$ cat config.mk
export PLATFORM = sky130hd
export DESIGN_NAME = word_flag_unit
export DESIGN_NICKNAME = d
export VERILOG_FILES = /design/src/rtl/wfu_pkg.sv /design/src/rtl/wfu_literal.sv /design/src/rtl/wfu_word.sv /design/src/rtl/wfu_flags.sv /design/src/rtl/word_flag_unit.sv
export SDC_FILE = /design/constraint.sdc
export NUM_CORES = 1
export LEC_CHECK = 0
export ABC_AREA = 1
export BUFFER_PORTS_ARGS = -buffer_cell sky130_fd_sc_hd__buf_2
export CAP_MARGIN = 20
export CORE_UTILIZATION = 50
export CTS_CLUSTER_DIAMETER = 60
export DETAILED_ROUTE_END_ITERATION = 8
export GPL_TIMING_DRIVEN = 1
export PLACE_DENSITY = 0.85
export SYNTH_ARGS = -nofsm -noshare
export SYNTH_HDL_FRONTEND = slang
export SYNTH_SLANG_ARGS = --single-unit
$ cat constraint.sdc
create_clock -name clk -period 2.6 [get_ports clk]
set_input_delay 0.13 -clock clk [delete_from_list [all_inputs] [get_ports clk]]
set_output_delay 0.13 -clock clk [all_outputs]
set_load 0.005 [all_outputs]
$ cat src/rtl/wfu_pkg.sv
// Shared definitions for the word latch and flag unit.
// Assumes the flag select vector is exactly six bits with the fixed term order below.
package wfu_pkg;

    localparam int SEL_W  = 6;
    localparam int SEL_A  = 5;
    localparam int SEL_NA = 4;
    localparam int SEL_B  = 3;
    localparam int SEL_NB = 2;
    localparam int SEL_C  = 1;
    localparam int SEL_NC = 0;

    typedef logic [SEL_W-1:0] flag_sel_t;

    typedef struct packed {
        logic a;
        logic b;
        logic c;
    } flags_t;

    typedef enum logic [1:0] {
        WR_HOLD,
        WR_LIT,
        WR_SHIFT,
        WR_CAPTURE
    } word_wr_e;

    // OR together every term picked by the select vector, using old flag values.
    function automatic logic sel_or(input flag_sel_t s, input flags_t f);
        return (s[SEL_A]  &  f.a) | (s[SEL_NA] & ~f.a) |
               (s[SEL_B]  &  f.b) | (s[SEL_NB] & ~f.b) |
               (s[SEL_C]  &  f.c) | (s[SEL_NC] & ~f.c);
    endfunction

endpackage

$ cat src/rtl/wfu_literal.sv
// Staging register for literals. When an instruction comes on deck it
// captures either a zero-padded shift literal or a zero/ones-padded short
// literal, already widened to the word. Assumes SHIFT_W >= SET_W and WORD_W > SHIFT_W.
module wfu_literal #(
    parameter int WORD_W  = 37,
    parameter int SHIFT_W = 19,
    parameter int SET_W   = 13
) (
    input  logic               clk,
    input  logic               rst_n,
    input  logic               load,
    input  logic               shift_form,
    input  logic               ones_fill,
    input  logic [SHIFT_W-1:0] imm,
    output logic [WORD_W-1:0]  lit_q
);
    localparam int SET_PAD   = WORD_W - SET_W;
    localparam int SHIFT_PAD = WORD_W - SHIFT_W;

    logic [WORD_W-1:0] lit_wide;

    // Widen the incoming literal according to its form.
    always_comb begin
        if (shift_form)
            lit_wide = {{SHIFT_PAD{1'b0}}, imm};
        else
            lit_wide = {{SET_PAD{ones_fill}}, imm[SET_W-1:0]};
    end

    // Hold the widened literal from on-deck time until execution.
    always_ff @(posedge clk) begin
        if (!rst_n)
            lit_q <= '0;
        else if (load)
            lit_q <= lit_wide;
    end

endmodule

$ cat src/rtl/wfu_word.sv
// Word-wide data register. It has three write sources with fixed priority:
// staged literal, shift-in of the staged literal's low bits, and capture of
// the input word. Assumes WORD_W > SHIFT_W.
module wfu_word #(
    parameter int WORD_W  = 37,
    parameter int SHIFT_W = 19
) (
    input  logic              clk,
    input  logic              rst_n,
    input  logic              do_lit,
    input  logic              do_shift,
    input  logic              do_capture,
    input  logic [WORD_W-1:0] lit,
    input  logic [WORD_W-1:0] word_in,
    output logic [WORD_W-1:0] word_q
);
    import wfu_pkg::*;

    localparam int KEEP_W = WORD_W - SHIFT_W;

    word_wr_e          wr_sel;
    logic [WORD_W-1:0] word_nxt;

    // Resolve coinciding strobes: literal, then shift, then capture.
    always_comb begin
        if (do_lit)
            wr_sel = WR_LIT;
        else if (do_shift)
            wr_sel = WR_SHIFT;
        else if (do_capture)
            wr_sel = WR_CAPTURE;
        else
            wr_sel = WR_HOLD;
    end

    // Form the next register value for the chosen source.
    always_comb begin
        unique case (wr_sel)
            WR_LIT:     word_nxt = lit;
            WR_SHIFT:   word_nxt = {word_q[KEEP_W-1:0], lit[SHIFT_W-1:0]};
            WR_CAPTURE: word_nxt = word_in;
            default:    word_nxt = word_q;
        endcase
    end

    // Update the data register.
    always_ff @(posedge clk) begin
        if (!rst_n)
            word_q <= '0;
        else
            word_q <= word_nxt;
    end

endmodule

$ cat src/rtl/wfu_flags.sv
// Three-flag register. A and B are rewritten together from OR-selects over
// the old flags. C is loaded during a transfer from the packet signal bit or
// the attached unit's status bit. OUT_DOCK picks the dock orientation.
module wfu_flags #(
    parameter bit OUT_DOCK = 1'b0
) (
    input  logic                clk,
    input  logic                rst_n,
    input  logic                do_update,
    input  wfu_pkg::flag_sel_t  sel_a,
    input  wfu_pkg::flag_sel_t  sel_b,
    input  logic                do_xfer,
    input  logic                data_in,
    input  logic                token_in,
    input  logic                pkt_signal,
    input  logic                ship_status,
    output logic                flag_a,
    output logic                flag_b,
    output logic                flag_c
);
    import wfu_pkg::*;

    localparam int NUM_AB = 2;

    flags_t    cur;
    flag_sel_t sel_arr [NUM_AB];
    logic [NUM_AB-1:0] ab_q;
    logic [NUM_AB-1:0] ab_nxt;
    logic      c_load;
    logic      c_src;

    assign cur        = '{a: ab_q[0], b: ab_q[1], c: flag_c};
    assign sel_arr[0] = sel_a;
    assign sel_arr[1] = sel_b;

    // One OR-select evaluator per general-purpose flag, all reading old state.
    for (genvar i = 0; i < NUM_AB; i++) begin : g_ab
        assign ab_nxt[i] = sel_or(sel_arr[i], cur);
    end

    // Decide whether a transfer writes C and from which source.
    always_comb begin
        c_load = do_xfer && (data_in || token_in);
        c_src  = ((OUT_DOCK != 1'b0) && data_in) ? ship_status : pkt_signal;
    end

    // Rewrite A and B together on an update strobe.
    always_ff @(posedge clk) begin
        if (!rst_n)
            ab_q <= '0;
        else if (do_update)
            ab_q <= ab_nxt;
    end

    // Load C on a qualifying transfer.
    always_ff @(posedge clk) begin
        if (!rst_n)
            flag_c <= 1'b0;
        else if (c_load)
            flag_c <= c_src;
    end

    assign flag_a = ab_q[0];
    assign flag_b = ab_q[1];

endmodule

$ cat src/rtl/word_flag_unit.sv
// Top of the word latch and flag unit. It joins the literal staging register,
// the data register and the flag register. Callers assert at most the strobes
// of one instruction per cycle; coincident word writes are resolved by priority.
module word_flag_unit #(
    parameter int WORD_W   = 37,
    parameter int SHIFT_W  = 19,
    parameter int SET_W    = 13,
    parameter bit OUT_DOCK = 1'b0
) (
    input  logic               clk,
    input  logic               rst_n,
    input  logic               ondeck_load,
    input  logic               ondeck_shift_form,
    input  logic               ondeck_ones_fill,
    input  logic [SHIFT_W-1:0] ondeck_imm,
    input  logic               exe_lit_load,
    input  logic               exe_lit_shift,
    input  logic               exe_word_capture,
    input  logic [WORD_W-1:0]  word_in,
    input  logic               exe_flag_update,
    input  logic [5:0]         a_select,
    input  logic [5:0]         b_select,
    input  logic               exe_transfer,
    input  logic               xfer_data_in,
    input  logic               xfer_token_in,
    input  logic               pkt_signal,
    input  logic               ship_status,
    output logic [WORD_W-1:0]  word_q,
    output logic               flag_a,
    output logic               flag_b,
    output logic               flag_c
);
    logic [WORD_W-1:0] staged_lit;

    wfu_literal #(
        .WORD_W  (WORD_W),
        .SHIFT_W (SHIFT_W),
        .SET_W   (SET_W)
    ) u_literal (
        .clk        (clk),
        .rst_n      (rst_n),
        .load       (ondeck_load),
        .shift_form (ondeck_shift_form),
        .ones_fill  (ondeck_ones_fill),
        .imm        (ondeck_imm),
        .lit_q      (staged_lit)
    );

    wfu_word #(
        .WORD_W  (WORD_W),
        .SHIFT_W (SHIFT_W)
    ) u_word (
        .clk        (clk),
        .rst_n      (rst_n),
        .do_lit     (exe_lit_load),
        .do_shift   (exe_lit_shift),
        .do_capture (exe_word_capture),
        .lit        (staged_lit),
        .word_in    (word_in),
        .word_q     (word_q)
    );

    wfu_flags #(
        .OUT_DOCK (OUT_DOCK)
    ) u_flags (
        .clk         (clk),
        .rst_n       (rst_n),
        .do_update   (exe_flag_update),
        .sel_a       (a_select),
        .sel_b       (b_select),
        .do_xfer     (exe_transfer),
        .data_in     (xfer_data_in),
        .token_in    (xfer_token_in),
        .pkt_signal  (pkt_signal),
        .ship_status (ship_status),
        .flag_a      (flag_a),
        .flag_b      (flag_b),
        .flag_c      (flag_c)
    );

endmodule

Word level (Yosys, flattened, before mapping). Index checks and enable logic that the tools add are counted.

Register bits after elaboration: 77. Latch bits: 0. RAM bits: 0. Bits in read-only memories: 0. Output and inout port bits: 40. Word-level logic and storage cells: 40. Memories: 0.

Add/sub/neg operators: 0. Multipliers: 0. Div/mod/pow operators: 0. Order comparisons: 0. Equality and inequality tests: 3. Shift operators: 0. Multiplexer cells: 5. Bitwise gates (word level): 25. Reductions and logical operators: 3.

Operator list (number): $pmux W37 S3 (1); $mux W37 (1); $and A1 B1 Y1 (12); $or A1 B1 Y1 (10); $mux W2 (3); $eq A2 B2 Y1 const B (2); $not A1 Y1 (3); $reduce_bool A3 Y1 (1); $eq A2 B1 Y1 const B (1); $logic_and A1 B1 Y1 (1); $logic_or A1 B1 Y1 (1).

Longest topological paths before layout. Gate-level depths: netlist of the first run.

Word-level depth: 7. Gate-level depth with buffers: 8.

Hierarchy. Synthesis of the first run repeated with hierarchy kept, for this count alone.

Cells, all modules: 463. Area total of the unflattened synthesis: 3054.2 um^2.

Modules (own cells, without submodules): wfu_word (instances 1, cells an instance 309, area each 1980.6 um^2, seq. area each 740.7 um^2); wfu_literal (instances 1, cells an instance 120, area each 879.6 um^2, seq. area each 400.4 um^2); wfu_flags (instances 1, cells an instance 34, area each 193.9 um^2, seq. area each 60.1 um^2).

Worst setup path before layout of the first run. No wires, ideal clock.

Path type: in2reg. Start: input port exe_word_capture. End: register u_word.word_q[10]. Data arrival time: 866 ps. Data required time: 2472 ps. Path slack: 1605 ps. Cell stages on the path: 6. Cell sequence: nor2_2 nand2_2 buf_4 buf_2 o21ai_0 a21oi_1.

Word-level cells in the longest chain between the ends: 5.

Ends and longest elaborated chain: from (decl) (line word_flag_unit.sv:18) `input logic exe_word_capture,`; $mux W2 * (line wfu_word.sv:30) `else if (do_capture)`; $mux W2 * (line wfu_word.sv:28) `else if (do_shift)`; $mux W2 * (line wfu_word.sv:26) `if (do_lit)`; $eq A2 B2 Y1 / $eq A2 B1 Y1 (equally long branches) (line wfu_word.sv:38) `unique case (wr_sel)`; $pmux W37 S3 / $reduce_bool A3 Y1 (equally long branches); to (signal assigned) (line wfu_word.sv:51) `word_q <= word_nxt;`; to (decl) (line wfu_word.sv:15) `output logic [WORD_W-1:0] word_q`.

Every way passes the cells marked *; elsewhere a longest branch is shown, timed or not. A chain may end at the register's enable or synchronous reset.

Final worst setup path of the first run.
Start: input port exe_lit_load. End: register u_word.word_q[33].

Word-level cells in the longest chain between the ends: 3.

Ends and longest elaborated chain: from (decl) (line word_flag_unit.sv:16) `input logic exe_lit_load,`; $mux W2 * (line wfu_word.sv:26); $eq A2 B2 Y1 / $eq A2 B1 Y1 (equally long branches) (line wfu_word.sv:38); $pmux W37 S3 / $reduce_bool A3 Y1 (equally long branches).

Marked as above.

==> flow_summary_export.csv, run 1 <==
group,metric,value,unit
status,status,"finished, final reports clean",
clocking,cts_tree,"built",
worst_setup_path,r2r_end,"u_word.word_q[33]",
clocking,clkTransAtPathRegs,0.06,ns
worst_setup_path,startpoint_type,"input port",
worst_setup_path,critPathTopFamily,"simple AND/OR/NAND/NOR gates",
clocking,cts-resized-gates,0,
sta,fmax,751,MHz
worst_setup_path,cp.arrival,1.53,ns
clocking,cts_sinks,60,
logic_synthesis,synth_top_area_frac,0.462,
power_and_ir_drop,internal_power,1.50,mW
worst_setup_path,r2r-start,"u_literal.lit_q[35]",
finish,fin_util,0.686,
logic_synthesis,syn_area,0.00260,sq mm
finish,area_growth,28.6,%
power_and_ir_drop,p_per_area,612,mW/mm^2
detailed_routing,detail_route.wl_per_cell,12.1,um
worst_setup_path,critPathCapture,"u_word.word_q[33]",
grt,grt_max_degree,60,
floorplan,die-area,0.00550,sq mm
worst_hold_path,hold_class,"in2reg",
sta,finalSetupTns,0,ns
detailed_routing,postRouteAntennaNets,0,
logic_synthesis,synthFlopType,"dfxtp_1",
worst_hold_path,min_path_cells,3,
grt,grt_pass1_wl,9890,um
place,dp.cells,512,
logic_synthesis,synth_cell_types,19,
worst_setup_path,path_max_fanout,34,
floorplan,row_count,25,
worst_setup_path,worstPathCellList,"buf_2 > inv_2 > nand2_2 > nand2_2 > a21oi_1 > a21oi_2",
worst_setup_path,cp_slowest_cell,"nand2_2",
place,port-buffer-count,120,
power_and_ir_drop,p_seq_frac,0.501,
floorplan,core_area,0.00488,sq mm
logic_synthesis,ys_seq_elements,60,
detailed_routing,dr.pass1.iters,4,
worst_setup_path,reg2reg_slack,1.48,ns
worst_setup_path,startpoint,"exe_lit_load",
finish,layoutNonFillerInstCount,528,
sta,worst_pin_slew,0.899,ns
sta,holdWs,0.0669,ns
sta,hold_viol_final,0,
grt,antenna_found_initial,0,
sta,fin_skew,0.00276,ns
worst_setup_path,cp_common_cell,"nand2_2",
floorplan,pin_count,122,
clocking,cts_buffers,9,
detailed_routing,vias,2636,
logic_synthesis,synth_fp_nets,427,
power_and_ir_drop,clkPwrFrac,0.344,
clocking,clk_path_buf_depth,2,
worst_setup_path,rr_worst_depth,4,
grt,grt_pass1_vias,2242,
logic_synthesis,synthMostInstantiatedCell,"a21oi_1",
grt,grt_overflow,0,
detailed_routing,viasPerCell,4.99,
sta,period_minus_slack,1.33,ns
floorplan,start_util,0.533,
worst_setup_path,crit_type,"in2reg",
clocking,clk_latency,0.32,ns
power_and_ir_drop,ir_drop,0.377,mV
finish,fill_cells,442,
logic_synthesis,yosys_warnings,0,
power_and_ir_drop,combPwrFrac,0.155,
detailed_routing,routed_wl,6420,um
worst_setup_path,worst_ep_required_time,2.80,ns
worst_setup_path,endpoint_kind,"flop",
worst_setup_path,crit_path_max_incr_delay,0.43,ns
power_and_ir_drop,power,2.05,mW
finish,drive_above_1_share,0.334,
logic_synthesis,synth_commonest_cells,"62 x a21oi_1, 60 x dfxtp_1, 57 x nand2_1",
floorplan,die_w,74.1,um
logic_synthesis,synth_largest_area_cell,"dfxtp_1",
power_and_ir_drop,p_sw,0.546,mW
power_and_ir_drop,leakage,1.65,nW
logic_synthesis,synth_edf_count,0,
sta,slew_headroom,0.401,
worst_setup_path,path_buf_inv,2,
finish,fin_nets,538,
clocking,htreeDepth,3,
place,dp_hpwl,4420,um
grt,grtUsageTotal,0.236,
place,gp_congestion,0.811,
power_and_ir_drop,sw_frac_of_total,0.267,
detailed_routing,dr.first_iter.drc_count,141,
detailed_routing,remaining_drc_errors,0,
floorplan,fp.dieH,74.1,um
sta,setup_violations,0,
sta,rsz0062_at_grt,"false",
logic_synthesis,yosys-top-cells-area,"dfxtp_1 46%, a21oi_1 12%, o21ai_0 9.2%",
logic_synthesis,syn_inst,345,
logic_synthesis,async_reset_ff_frac,0,
logic_synthesis,seq_area_frac_synth,0.462,
sta,fin_crit_sh,0.512,
run,maxCapViolCount,0,
logic_synthesis,syn_avg_cell_area,7.54,sq um
clocking,cts_setup_buffers,0,
finish,diodes,0,
worst_setup_path,path_depth,6,
clocking,hold_buffers,0,
sta,drv_slew,0,
clocking,cts_root_buffer,"clkbuf_8",
## cell type report
| cell class | count | area (sq um) | area share |
|---|---|---|---|
| clock inverter | 2 | 10.0 | 0.00299 |
| clock buffer | 14 | 153 | 0.0456 |
| sequential | 60 | 1200 | 0.359 |
| tap | 67 | 83.8 | 0.0251 |
| multi-input combinational | 228 | 1150 | 0.344 |
| timing repair buffer | 122 | 616 | 0.184 |
| inverter | 35 | 131 | 0.0393 |
## worst min-delay path, delay by kind of cell
kind / cells / cell delay (ns)
buffers and inverters: 1 / 0.11
AND/OR/NAND/NOR: 1 / 0.06
AO/OA/AOI/OAI: 1 / 0.05
## power groups by stage
stage | registers [mW] | logic [mW] | clock network, mW
after floorplan | 1.04 | 0.177 | 0
after global placement | 1.04 | 0.307 | 0
after detailed placement | 1.05 | 0.314 | 0
after CTS | 1.03 | 0.317 | 0.715
after global routing | 1.03 | 0.361 | 0.766
final | 1.03 | 0.316 | 0.704
## cells in the final DEF (no fill, tap or decap), drive strengths merged
cell and count:
dfxtp 60, buf 122, clkbuf 14, nand3 7, o21ai 75, clkinv 2, inv 35, nand2 61
nor2 4, o211ai 6, and2 1, a21oi 72, nor3 2
## per-layer routing
layer	global-route usage	vias up	wire, um	part of all wire
met5	0	-	0	0
met3	0.0650	8	356	0.055
met1	0.304	1148	3000	0.47
li1	-	1380	-	-
met4	0.0919	0	82	0.013
met2	0.377	100	2980	0.46
## cell families after synthesis
family                 Yosys count  synth area share
AND/OR/NAND/NOR                 75             0.128
AO/OA/AOI/OAI                  153             0.314
buffers and inverters           57            0.0962
flip-flops                      60             0.462
## flip-flops by register name, indices dropped and copies added, names as in the netlist
name / cells
u_word.word_q: 37
u_flags.ab_q: 2
u_flags.flag_c: 1
u_literal.lit_q: 20
## how the worst min path moves through the flow
| stage | endpoint | slack (ns) | start |
|---|---|---|---|
| 2_1_floorplan | u_flags.ab_q[0] | 0.27 | exe_flag_update |
| 3_3_place_gp | u_word.word_q[26] | 0.40 | word_in[26] |
| 3_5_place_dp | u_flags.ab_q[0] | 0.41 | exe_flag_update |
| 4_1_cts | u_flags.ab_q[0] | 0.06 | exe_flag_update |
| 5_1_grt | u_flags.ab_q[0] | 0.06 | exe_flag_update |
| 6_report | u_flags.ab_q[0] | 0.07 | exe_flag_update |
## metrics by stage
| stage | instance area, sq um | worst slack [ns] |
|---|---|---|
| after floorplan | 2600 | 1.61 |
| after global placement | 3180 | 1.02 |
| after detailed placement | 3180 | 0.989 |
| after CTS | 3350 | 1.29 |
| after global routing | 3350 | 1.16 |
| final | 3350 | 1.27 |
No activity file was read; power rests on OpenSTA's default activity.
==> run 2: changes to the inputs <==
--- a/config.mk
+++ b/config.mk
@@ -8,11 +8,11 @@
 export ABC_AREA = 1
 export BUFFER_PORTS_ARGS = -buffer_cell sky130_fd_sc_hd__buf_2
 export CAP_MARGIN = 20
-export CORE_UTILIZATION = 50
+export CORE_UTILIZATION = 46
 export CTS_CLUSTER_DIAMETER = 60
 export DETAILED_ROUTE_END_ITERATION = 8
 export GPL_TIMING_DRIVEN = 1
-export PLACE_DENSITY = 0.85
+export PLACE_DENSITY = 0.79
 export SYNTH_ARGS = -nofsm -noshare
 export SYNTH_HDL_FRONTEND = slang
 export SYNTH_SLANG_ARGS = --single-unit
==> constraint.sdc (replaced) <==
create_clock -name clk -period 1.34 [get_ports clk]
set_input_delay 0.067 -clock clk [delete_from_list [all_inputs] [get_ports clk]]
set_output_delay 0.067 -clock clk [all_outputs]
set_load 0.005 [all_outputs]
==> run 2 against run 1 <==
  * Cell area grew 5.0%
  * Die area grew 8.5%
  * Non-clock buffer count grew 8
  * Sequential power grew 93%
==> flow_summary_export.csv, run 2 (synthesis results as in run 1) <==
group,metric,value,unit
status,status,"finished, final reports clean",
finish,layout_common_cells,"120 x buf_2, 62 x a21oi_1, 60 x dfxtp_1",
finish,diodes,0,
worst_setup_path,path_max_fanout,18,
finish,largest_register_ffs,37,
detailed_routing,detail_route.wl_per_cell,12.6,um
worst_hold_path,min_path_cells,3,
sta,setup_violations,0,
sta,period_minus_slack,1.06,ns
floorplan,pin_count,122,
finish,stdcell_area,0.00351,sq mm
sta,fin_skew,0.00755,ns
clocking,hold_buffers,0,
grt,grtUsageTotal,0.237,
worst_setup_path,crit_type,"reg2reg",
sta,holdWs,0.00326,ns
clocking,htreeDepth,3,
finish,fin_nets,546,
finish,top_register,"u_word.word_q",
grt,grt_overflow,0,
run,maxCapViolCount,0,
grt,antenna_found_initial,0,
detailed_routing,postRouteAntennaNets,0,
sta,fmax,946,MHz
clocking,clkTransAtPathRegs,0.07,ns
finish,fin_util,0.642,
detailed_routing,viasPerCell,4.90,
detailed_routing,vias,2650,
sta,rsz0062_at_grt,"false",
floorplan,fp.dieH,77.2,um
clocking,cts_tree,"built",
clocking,clk_latency,0.33,ns
worst_setup_path,worst_ep_required_time,1.56,ns
worst_hold_path,hold_class,"in2reg",
floorplan,row_count,27,
power_and_ir_drop,leakage,1.73,nW
finish,final_common_cell,"buf_2",
clocking,cts_setup_buffers,0,
detailed_routing,dr.pass1.iters,4,
detailed_routing,met3WireLength,287,um
sta,hold_viol_final,0,
worst_setup_path,endpoint_kind,"flop",
sta,worst_pin_slew,0.363,ns
clocking,cts_root_buffer,"clkbuf_8",
finish,drive_above_1_share,0.352,
sta,drv_slew,0,
grt,grt_pass1_vias,2416,
sta,finalSetupTns,0,ns
detailed_routing,remaining_drc_errors,0,
floorplan,die_w,77.2,um
sta,slew_headroom,0.757,
detailed_routing,wl_met1,3250,um
place,post_dp_cell_area,0.00327,sq mm
detailed_routing,dr.first_iter.drc_count,158,
detailed_routing,routed_wl,6790,um
place,dp_hpwl,4790,um
clocking,cts_buffers,9,
finish,area_growth,35.0,%
worst_setup_path,startpoint_type,"flop",
detailed_routing,wl_met2,3100,um
worst_setup_path,rr_worst_depth,4,
finish,reg.largest.list,"u_word.word_q: 37 flops, u_literal.lit_q: 20 flops, u_flags.ab_q: 2 flops",
sta,fin_crit_sh,0.788,
power_and_ir_drop,ir_drop,0.717,mV
power_and_ir_drop,p_per_area,1290,mW/mm^2
floorplan,core_area,0.00547,sq mm
worst_setup_path,cp.arrival,1.28,ns
place,gp_congestion,0.824,
clocking,clk_path_buf_depth,2,
clocking,cts-resized-gates,0,
floorplan,die-area,0.00596,sq mm
floorplan,start_util,0.476,
grt,grt_max_degree,44,
detailed_routing,top_layer,"met4",
clocking,cts_sinks,60,
grt,grt_pass1_wl,11200,um
place,port-buffer-count,120,
run 2: per-layer routing:
| layer | vias to the layer above | GRT usage |
|---|---|---|
| met5 | - | 0 |
| met4 | 0 | 0.117 |
| met3 | 14 | 0.0440 |
| met2 | 84 | 0.362 |
| met1 | 1152 | 0.319 |
| li1 | 1400 | - |
run 2: final cells by class:
cell class	count	area, sq um
inverters	35	131
clock inverters	4	70.1
repair buffers	130	703
clock buffers	12	165
fillers	517	1960
multi-input cells	228	1150
flip-flops and latches	60	1200
well taps	72	90.1
run 2: critical path: stages (launching register included):
cell     delay (ns)
dfxtp_1        0.33
nand2_1        0.07
nand2_2        0.22
a21oi_1        0.26
a21oi_2        0.07
run 2: report_power, final:
part / switching (mW) / internal (mW)
registers: 0.0761 / 1.92
logic: 0.346 / 0.298
clock network: 0.713 / 1.19
run 2: stage by stage:
| stage | cells | total power [mW] | worst slack, ns |
|---|---|---|---|
| 6_report | 541 | 4.54 | 0.283 |
| 5_1_grt | 541 | 4.75 | 0.182 |
| 4_1_cts | 540 | 4.55 | 0.276 |
| 3_5_place_dp | 524 | 2.67 | 0.230 |
| 3_3_place_gp | 524 | 2.64 | 0.265 |
| 2_1_floorplan | 345 | 2.37 | 0.408 |
run 2: path summary, 6_finish.rpt:
kind | start | end | slack [ns]
max | u_literal.lit_q[35] | u_word.word_q[35] | 0.28
min | word_in[17] | u_word.word_q[17] | 0.003
max reg2reg | u_literal.lit_q[35] | u_word.word_q[35] | 0.28
min reg2reg | u_literal.lit_q[8] | u_literal.lit_q[8] | 0.46
